**src/rtl/bridge_ctrl_pkg.sv**
```systemverilog
package bridge_ctrl_pkg;
  localparam int DATA_W   = 32;
  localparam int NUM_REGS = 28;
  localparam int IDX_W    = $clog2(NUM_REGS);

  // word indices whose behaviour is special
  localparam int CFG_IDX   = 1;
  localparam int EDGE_IDX  = 9;
  localparam int POL_IDX   = 11;
  localparam int SET_IDX   = 12;
  localparam int CLR_IDX   = 13;
  localparam int EN_IDX    = 14;
  localparam int STAT_IDX  = 15;
  localparam int SRST_BIT  = 2;

  typedef logic [DATA_W-1:0] word_t;

  // word index from a byte offset (two low bits dropped)
  function automatic int unsigned word_of(input logic [7:0] off);
    return int'(off[7:2]);
  endfunction

  // reset value per word index
  function automatic word_t reset_value(input int idx);
    word_t v;
    case (idx)
      0:       v = 32'h0000_0C40;
      1:       v = (32'h1 << 2) | (32'h1 << 7) | (32'h1 << 8) | (32'h1 << 9) | (32'h1 << 12);
      2:       v = 32'h2BFF_8010;
      3:       v = 32'h255E_0091;
      4:       v = 32'h0000_6140;
      7, 8:    v = 32'h0000_01FF;
      26:      v = 32'h0000_0008;
      27:      v = 32'h1000_0000;
      default: v = '0;
    endcase
    return v;
  endfunction
endpackage

```
**src/rtl/bridge_ctrl_decode.sv**
```systemverilog
module bridge_ctrl_decode
  import bridge_ctrl_pkg::*;
#(
  parameter int ADDR_W = 8
) (
  input  logic [ADDR_W-1:0] addr,
  output logic [IDX_W-1:0]  idx,
  output logic              in_range
);
  localparam int WORD_BITS = ADDR_W - 2;

  logic [WORD_BITS-1:0] word_raw;

  assign word_raw = addr[ADDR_W-1:2];
  assign in_range = (int'(word_raw) < NUM_REGS);
  assign idx      = word_raw[IDX_W-1:0];
endmodule

```
**src/rtl/bridge_ctrl_enable.sv**
```systemverilog
module bridge_ctrl_enable
  import bridge_ctrl_pkg::*;
(
  input  logic  clk,
  input  logic  rst_n,
  input  logic  set_wr,
  input  logic  clr_wr,
  input  word_t mask,
  output word_t en_q
);
  always_ff @(posedge clk) begin
    if (!rst_n)      en_q <= reset_value(EN_IDX);
    else if (set_wr) en_q <= en_q | mask;
    else if (clr_wr) en_q <= en_q & ~mask;
  end

  AST_EN_SET_BITS: assert property (@(posedge clk) disable iff (!rst_n)
    set_wr |=> ((en_q & $past(mask)) == $past(mask)));
  AST_EN_CLR_BITS: assert property (@(posedge clk) disable iff (!rst_n)
    clr_wr |=> ((en_q & $past(mask)) == '0));
  AST_EN_HOLD: assert property (@(posedge clk) disable iff (!rst_n)
    !(set_wr || clr_wr) |=> $stable(en_q));
endmodule

```
**src/rtl/bridge_ctrl_srst.sv**
```systemverilog
module bridge_ctrl_srst (
  input  logic clk,
  input  logic rst_n,
  input  logic cfg_wr,
  input  logic old_bit,
  input  logic new_bit,
  output logic req_q
);
  logic rise_evt;

  assign rise_evt = cfg_wr && !old_bit && new_bit;

  always_ff @(posedge clk) begin
    if (!rst_n) req_q <= 1'b0;
    else        req_q <= rise_evt;
  end

  AST_REQ_SINGLE: assert property (@(posedge clk) disable iff (!rst_n)
    req_q |=> !req_q);
endmodule

```
**src/rtl/bridge_ctrl_regs.sv**
```systemverilog
module bridge_ctrl_regs
  import bridge_ctrl_pkg::*;
#(
  parameter int ADDR_W = 8
) (
  input  logic              clk,
  input  logic              rst_n,
  input  logic              bus_sel,
  input  logic              bus_wr,
  input  logic [ADDR_W-1:0] bus_addr,
  input  logic [31:0]       bus_wdata,
  output logic [31:0]       bus_rdata,
  output logic              reset_req,
  output logic [31:0]       irq_edge_sel,
  output logic [31:0]       irq_polarity
);
  logic [IDX_W-1:0] idx;
  logic             in_range;
  logic             wr_evt;
  logic             rd_evt;
  logic             set_wr;
  logic             clr_wr;
  logic             cfg_wr;
  word_t            en_q;
  word_t            reg_q [NUM_REGS];
  word_t            rdata_q;

  bridge_ctrl_decode #(.ADDR_W(ADDR_W)) dec_i (
    .addr     (bus_addr),
    .idx      (idx),
    .in_range (in_range)
  );

  assign wr_evt = bus_sel && bus_wr && in_range;
  assign rd_evt = bus_sel && !bus_wr;
  assign set_wr = wr_evt && (int'(idx) == SET_IDX);
  assign clr_wr = wr_evt && (int'(idx) == CLR_IDX);
  assign cfg_wr = wr_evt && (int'(idx) == CFG_IDX);

  bridge_ctrl_enable en_i (
    .clk    (clk),
    .rst_n  (rst_n),
    .set_wr (set_wr),
    .clr_wr (clr_wr),
    .mask   (bus_wdata),
    .en_q   (en_q)
  );

  for (genvar g = 0; g < NUM_REGS; g++) begin : g_word
    if (g == EN_IDX) begin : g_en
      assign reg_q[g] = en_q;
    end else if (g == STAT_IDX) begin : g_stat
      assign reg_q[g] = '0;
    end else begin : g_plain
      word_t q;
      always_ff @(posedge clk) begin
        if (!rst_n)                          q <= reset_value(g);
        else if (wr_evt && int'(idx) == g)   q <= bus_wdata;
      end
      assign reg_q[g] = q;
    end
  end

  bridge_ctrl_srst srst_i (
    .clk     (clk),
    .rst_n   (rst_n),
    .cfg_wr  (cfg_wr),
    .old_bit (reg_q[CFG_IDX][SRST_BIT]),
    .new_bit (bus_wdata[SRST_BIT]),
    .req_q   (reset_req)
  );

  always_ff @(posedge clk) begin
    if (!rst_n)      rdata_q <= '0;
    else if (rd_evt) rdata_q <= in_range ? reg_q[idx] : '0;
  end

  assign bus_rdata    = rdata_q;
  assign irq_edge_sel = reg_q[EDGE_IDX];
  assign irq_polarity = reg_q[POL_IDX];

  AST_OOR_READ_ZERO: assert property (@(posedge clk) disable iff (!rst_n)
    (rd_evt && !in_range) |=> (bus_rdata == '0));
  AST_RDATA_HOLD: assert property (@(posedge clk) disable iff (!rst_n)
    !rd_evt |=> $stable(bus_rdata));
  AST_REQ_CAUSE: assert property (@(posedge clk) disable iff (!rst_n)
    $rose(reset_req) |-> ($past(cfg_wr) && $past(bus_wdata[SRST_BIT])));
  AST_STATUS_ZERO: assert property (@(posedge clk) disable iff (!rst_n)
    (rd_evt && in_range && int'(idx) == STAT_IDX) |=> (bus_rdata == '0));
endmodule

```
**config.mk**
```make
export PLATFORM = sky130hd
export DESIGN_NAME = bridge_ctrl_regs
export DESIGN_NICKNAME = d
export VERILOG_FILES = /design/src/rtl/bridge_ctrl_pkg.sv /design/src/rtl/bridge_ctrl_decode.sv /design/src/rtl/bridge_ctrl_enable.sv /design/src/rtl/bridge_ctrl_srst.sv /design/src/rtl/bridge_ctrl_regs.sv
export SDC_FILE = /design/constraint.sdc
export NUM_CORES = 2
export LEC_CHECK = 0
export BUFFER_PORTS_ARGS = -buffer_cell sky130_fd_sc_hd__buf_4
export CAP_MARGIN = 20
export CORE_AREA = 2 2 259 388
export CTS_CLUSTER_DIAMETER = 60
export DETAILED_ROUTE_END_ITERATION = 10
export DIE_AREA = 0 0 261 390
export PLACE_DENSITY = 0.6
export SYNTH_ARGS = -nofsm -noshare
export SYNTH_HDL_FRONTEND = slang
export SYNTH_SLANG_ARGS = --single-unit
```
**constraint.sdc**
```tcl
create_clock -name clk -period 1.6 [get_ports clk]
set_clock_uncertainty 0.05 [all_clocks]
set_input_delay 0.08 -clock clk [delete_from_list [all_inputs] [get_ports clk]]
set_output_delay 0.08 -clock clk [all_outputs]
set_load 0.02 [all_outputs]
```
==> qor.csv <==
stage,metric,value,unit
run_status,run status,"complete, no violations",
finish,"commonest non-fill, non-tap cell in the layout",nand2_1,
cts,CTS tree,yes,
die,DIE AREA,0.1018,sq mm
pwr,Sw Pwr,11.09,mW
logic_synthesis,top area cells in the synthesized netlist,"dfxtp_1 (46%), nand2_1 (17%), a21oi_1 (10%), mux4_2 (5.5%), mux2i_1 (4.9%)",
global_route,vias in the first global route,33300,
logic_synthesis,Syn Area/Cell,8.187,sq um
finish,multi-input logic area,0.01883,sq mm
global_route,first-pass GRT wire length,201800,microns
logic_synthesis,Yosys Warn Count,0,
die,row count,141,
die,core area,0.09844,sq mm
global_route,largest net degree at the start of global routing,123,
pwr,share of power burned in registers,46.9,%
timing,Slew Limit Fails,0,
global_route,met1 Usage GRT,32.79,%
pwr,Total Power,47.79,mW
finish,final net count,4921,
cts,Clock Latency Late Sink,680,ps
pwr,Comb power frac,6.4,%
drt,post-route ant nets,0,
cts,CTS sink count,897,
drt,via count,34610,
timing,setup violators final,0,
placement,HPWL Detailed,84140,microns
cts,CTS max path bufs,3,
setup_path,CP Capture Type,flop,
setup_path,worst reg-to-reg setup slack,50,ps
finish,fillers,9549,
die,IO Pins,141,
setup_path,worst setup path startpoint,g_word[6].g_plain.q[3],
global_route,"Most Used Layer, Global Route",met2,
logic_synthesis,syn_nets,4814,
setup_path,Worst EP arrival,2050,ps
run,total of max-cap violations,0,
pwr,PwrDens,1022,mW/mm^2
timing,RSZ-0062 raised after global routing,yes,
setup_path,RR Startpoint,g_word[6].g_plain.q[3],
cts,clk slew on worst S/H paths,60,ps
logic_synthesis,Post-Syn Instances,4770,
setup_path,Startpoint Class,flop,
pwr,Internal,36.71,mW
finish,Reg area,0.01796,sq mm
drt,WL final,132100,microns
die,Die Y,390,microns
drt,vias per inst,5.552,
cts,total number of H-tree levels,3,
drt,drt wl/cell,21.19,microns
finish,P&R area growth vs syn,19.73,%
timing,Slew @ Worst Pin,601.3,ps
timing,FMAX,645.4,MHz
finish,fraction of layout cells with a size suffix above 1,16.71,%
die,Die X,261,microns
setup_path,"Worst Path Class, Setup",flop to flop,
placement,placed cell count,6044,
placement,GP Congestion,0.8313,
drt,DRC viols,0,
pwr,clock power share,46.7,%
cts,Clock Tree Root,clkbuf_16,
pwr,Switching Share,23.20,%
die,Starting Density,39.67,%
cts,CTS Buf Count,85,
placement,port bufs,138,
timing,crit path time final,1550,ps
cts,post-CTS setup buffers,0,
drt,initial drt markers,2736,
timing,fin crit share,96.85,%
setup_path,slowest stage cell on the critical path,mux4_2,
global_route,grt met3 use,3.355,%
timing,Slew headroom,59.55,%
logic_synthesis,synthesized flop and latch total,897,
logic_synthesis,Synth top area share,45.98,%
logic_synthesis,leading area contributor after synthesis,dfxtp_1,
finish,most frequent cells in the layout,"nand2_1 (1,731), dfxtp_1 (892), a21oi_1 (807)",
pwr,static leakage,16.46,nW
global_route,met2 usage,44.19,%
logic_synthesis,Synth Flop Type,dfxtp_1,
logic_synthesis,Synth Cell Area,0.03905,sq mm
logic_synthesis,register area share after synthesis,45.98,%
global_route,total track usage,25.59,%
global_route,antenna violations before repair,2,
logic_synthesis,Cell variety after synth,51,
setup_path,Max stage delay on crit path,470,ps
hold_path,HP Class,input port to flop,
finish,Layout Cells excl Fill,6233,
hold_path,hold_sp,bus_sel,
logic_synthesis,"EDFF count, synth",0,
drt,drt pass-1 iters,7,
setup_path,CP max FO,2,
logic_synthesis,Synth async-reset ratio,0,%
global_route,GRT overflow,0,
pwr,Max VDD drop,0.0007876,V
timing,"Hold Violations, Final",0,
setup_path,CP Data Required Time,2100,ps
setup_path,crit path cell chain,"mux4_2, a22oi_1, and4_1, a221oi_2",
path summary, 6_finish.rpt:
kind | to | cells past startpoint
setup / recovery | bus_rdata[3] | 4
hold / removal | bus_rdata[10] | 6
setup reg to reg | bus_rdata[3] | 4
hold reg to reg | g_word[10].g_plain.q[7] | 2
critical path, delay by kind of cell, from the launching register on:
| kind | cells | cell delay (ps) |
|---|---|---|
| AOI/OAI and AO/OA | 2 | 340 |
| and+or+nand+nor | 1 | 250 |
| muxes | 1 | 470 |
| DFF | 1 | 320 |
power by group through the flow:
stage / combinational [mW] / clock [mW] / sequential, mW
finish: 3.06 / 22.3 / 22.4
floorplan: 1.68 / 0 / 22.9
global placement: 2.94 / 0 / 22.9
detailed placement: 2.95 / 0 / 22.9
global route: 3.20 / 23.4 / 22.4
CTS: 3.02 / 22.6 / 22.4
layout make-up:
cell class / count / share of cell area, %
antenna: 2 / 0.01070
clock inverter: 31 / 1.177
inverter: 31 / 0.2649
tap: 1287 / 3.444
timing repair buffer: 506 / 11.08
multi-input combinational: 3356 / 40.27
clock buffer: 123 / 5.328
sequential: 897 / 38.42
through the flow:
| step | TNS (ps) | instance area (sq um) | worst slack (ps) | util, % | hold WS [ps] |
|---|---|---|---|---|---|
| 6_report | 0 | 46760 | 50.48 | 47.50 | 74.48 |
| 3_5_place_dp | -183410 | 43360 | -345.8 | 44.04 | 393.1 |
| 2_1_floorplan | 0 | 39050 | 3.092 | - | 347.1 |
| 3_3_place_gp | -154810 | 43360 | -330.4 | 44.04 | 388.1 |
| 4_1_cts | 0 | 46740 | 21.66 | 47.48 | 39.93 |
| 5_1_grt | -1.808 | 46750 | -1.808 | 47.49 | 112.0 |
synthesized netlist by cell type, types with 31 or more instances:
cell type,n
and3_1,34
inv_1,31
buf_2,160
o21ai_0,32
a22oi_1,32
mux4_2,96
nand3_1,98
nand2_1,1732
clkbuf_1,270
o22ai_1,64
mux2i_1,192
a21oi_1,807
mux2_2,32
dfxtp_1,897
buf_4,41
metal layers:
| metal | vias to the layer above | routed length [microns] |
|---|---|---|
| met5 | - | 13 |
| met4 | 2 | 3786 |
| met1 | 16820 | 54370 |
| met2 | 1235 | 65400 |
| met3 | 237 | 8485 |
| li1 | 16320 | - |
repair_timing:
action,4_1_cts,5_1_grt
cloned,0,0
gates resized for setup,5,3
hold endpoints to repair,865,0
endpoints found under the setup margin,5,3
hold buffers,33,0
logic make-up after synthesis:
group,after synthesis,synth area share [%]
mux,320,11.38
buf+inv,517,6.110
flops,897,45.98
compound gates,1031,14.99
simple gates,2005,21.53
state kept, by name (all words and copies together), names as in the netlist, named ones only:
name	flops
irq_edge_sel	32
bus_rdata	32
irq_polarity	32
srst_i.req_q	1
g_word.g_plain.q	768
(Power assumes the default switching activity.)
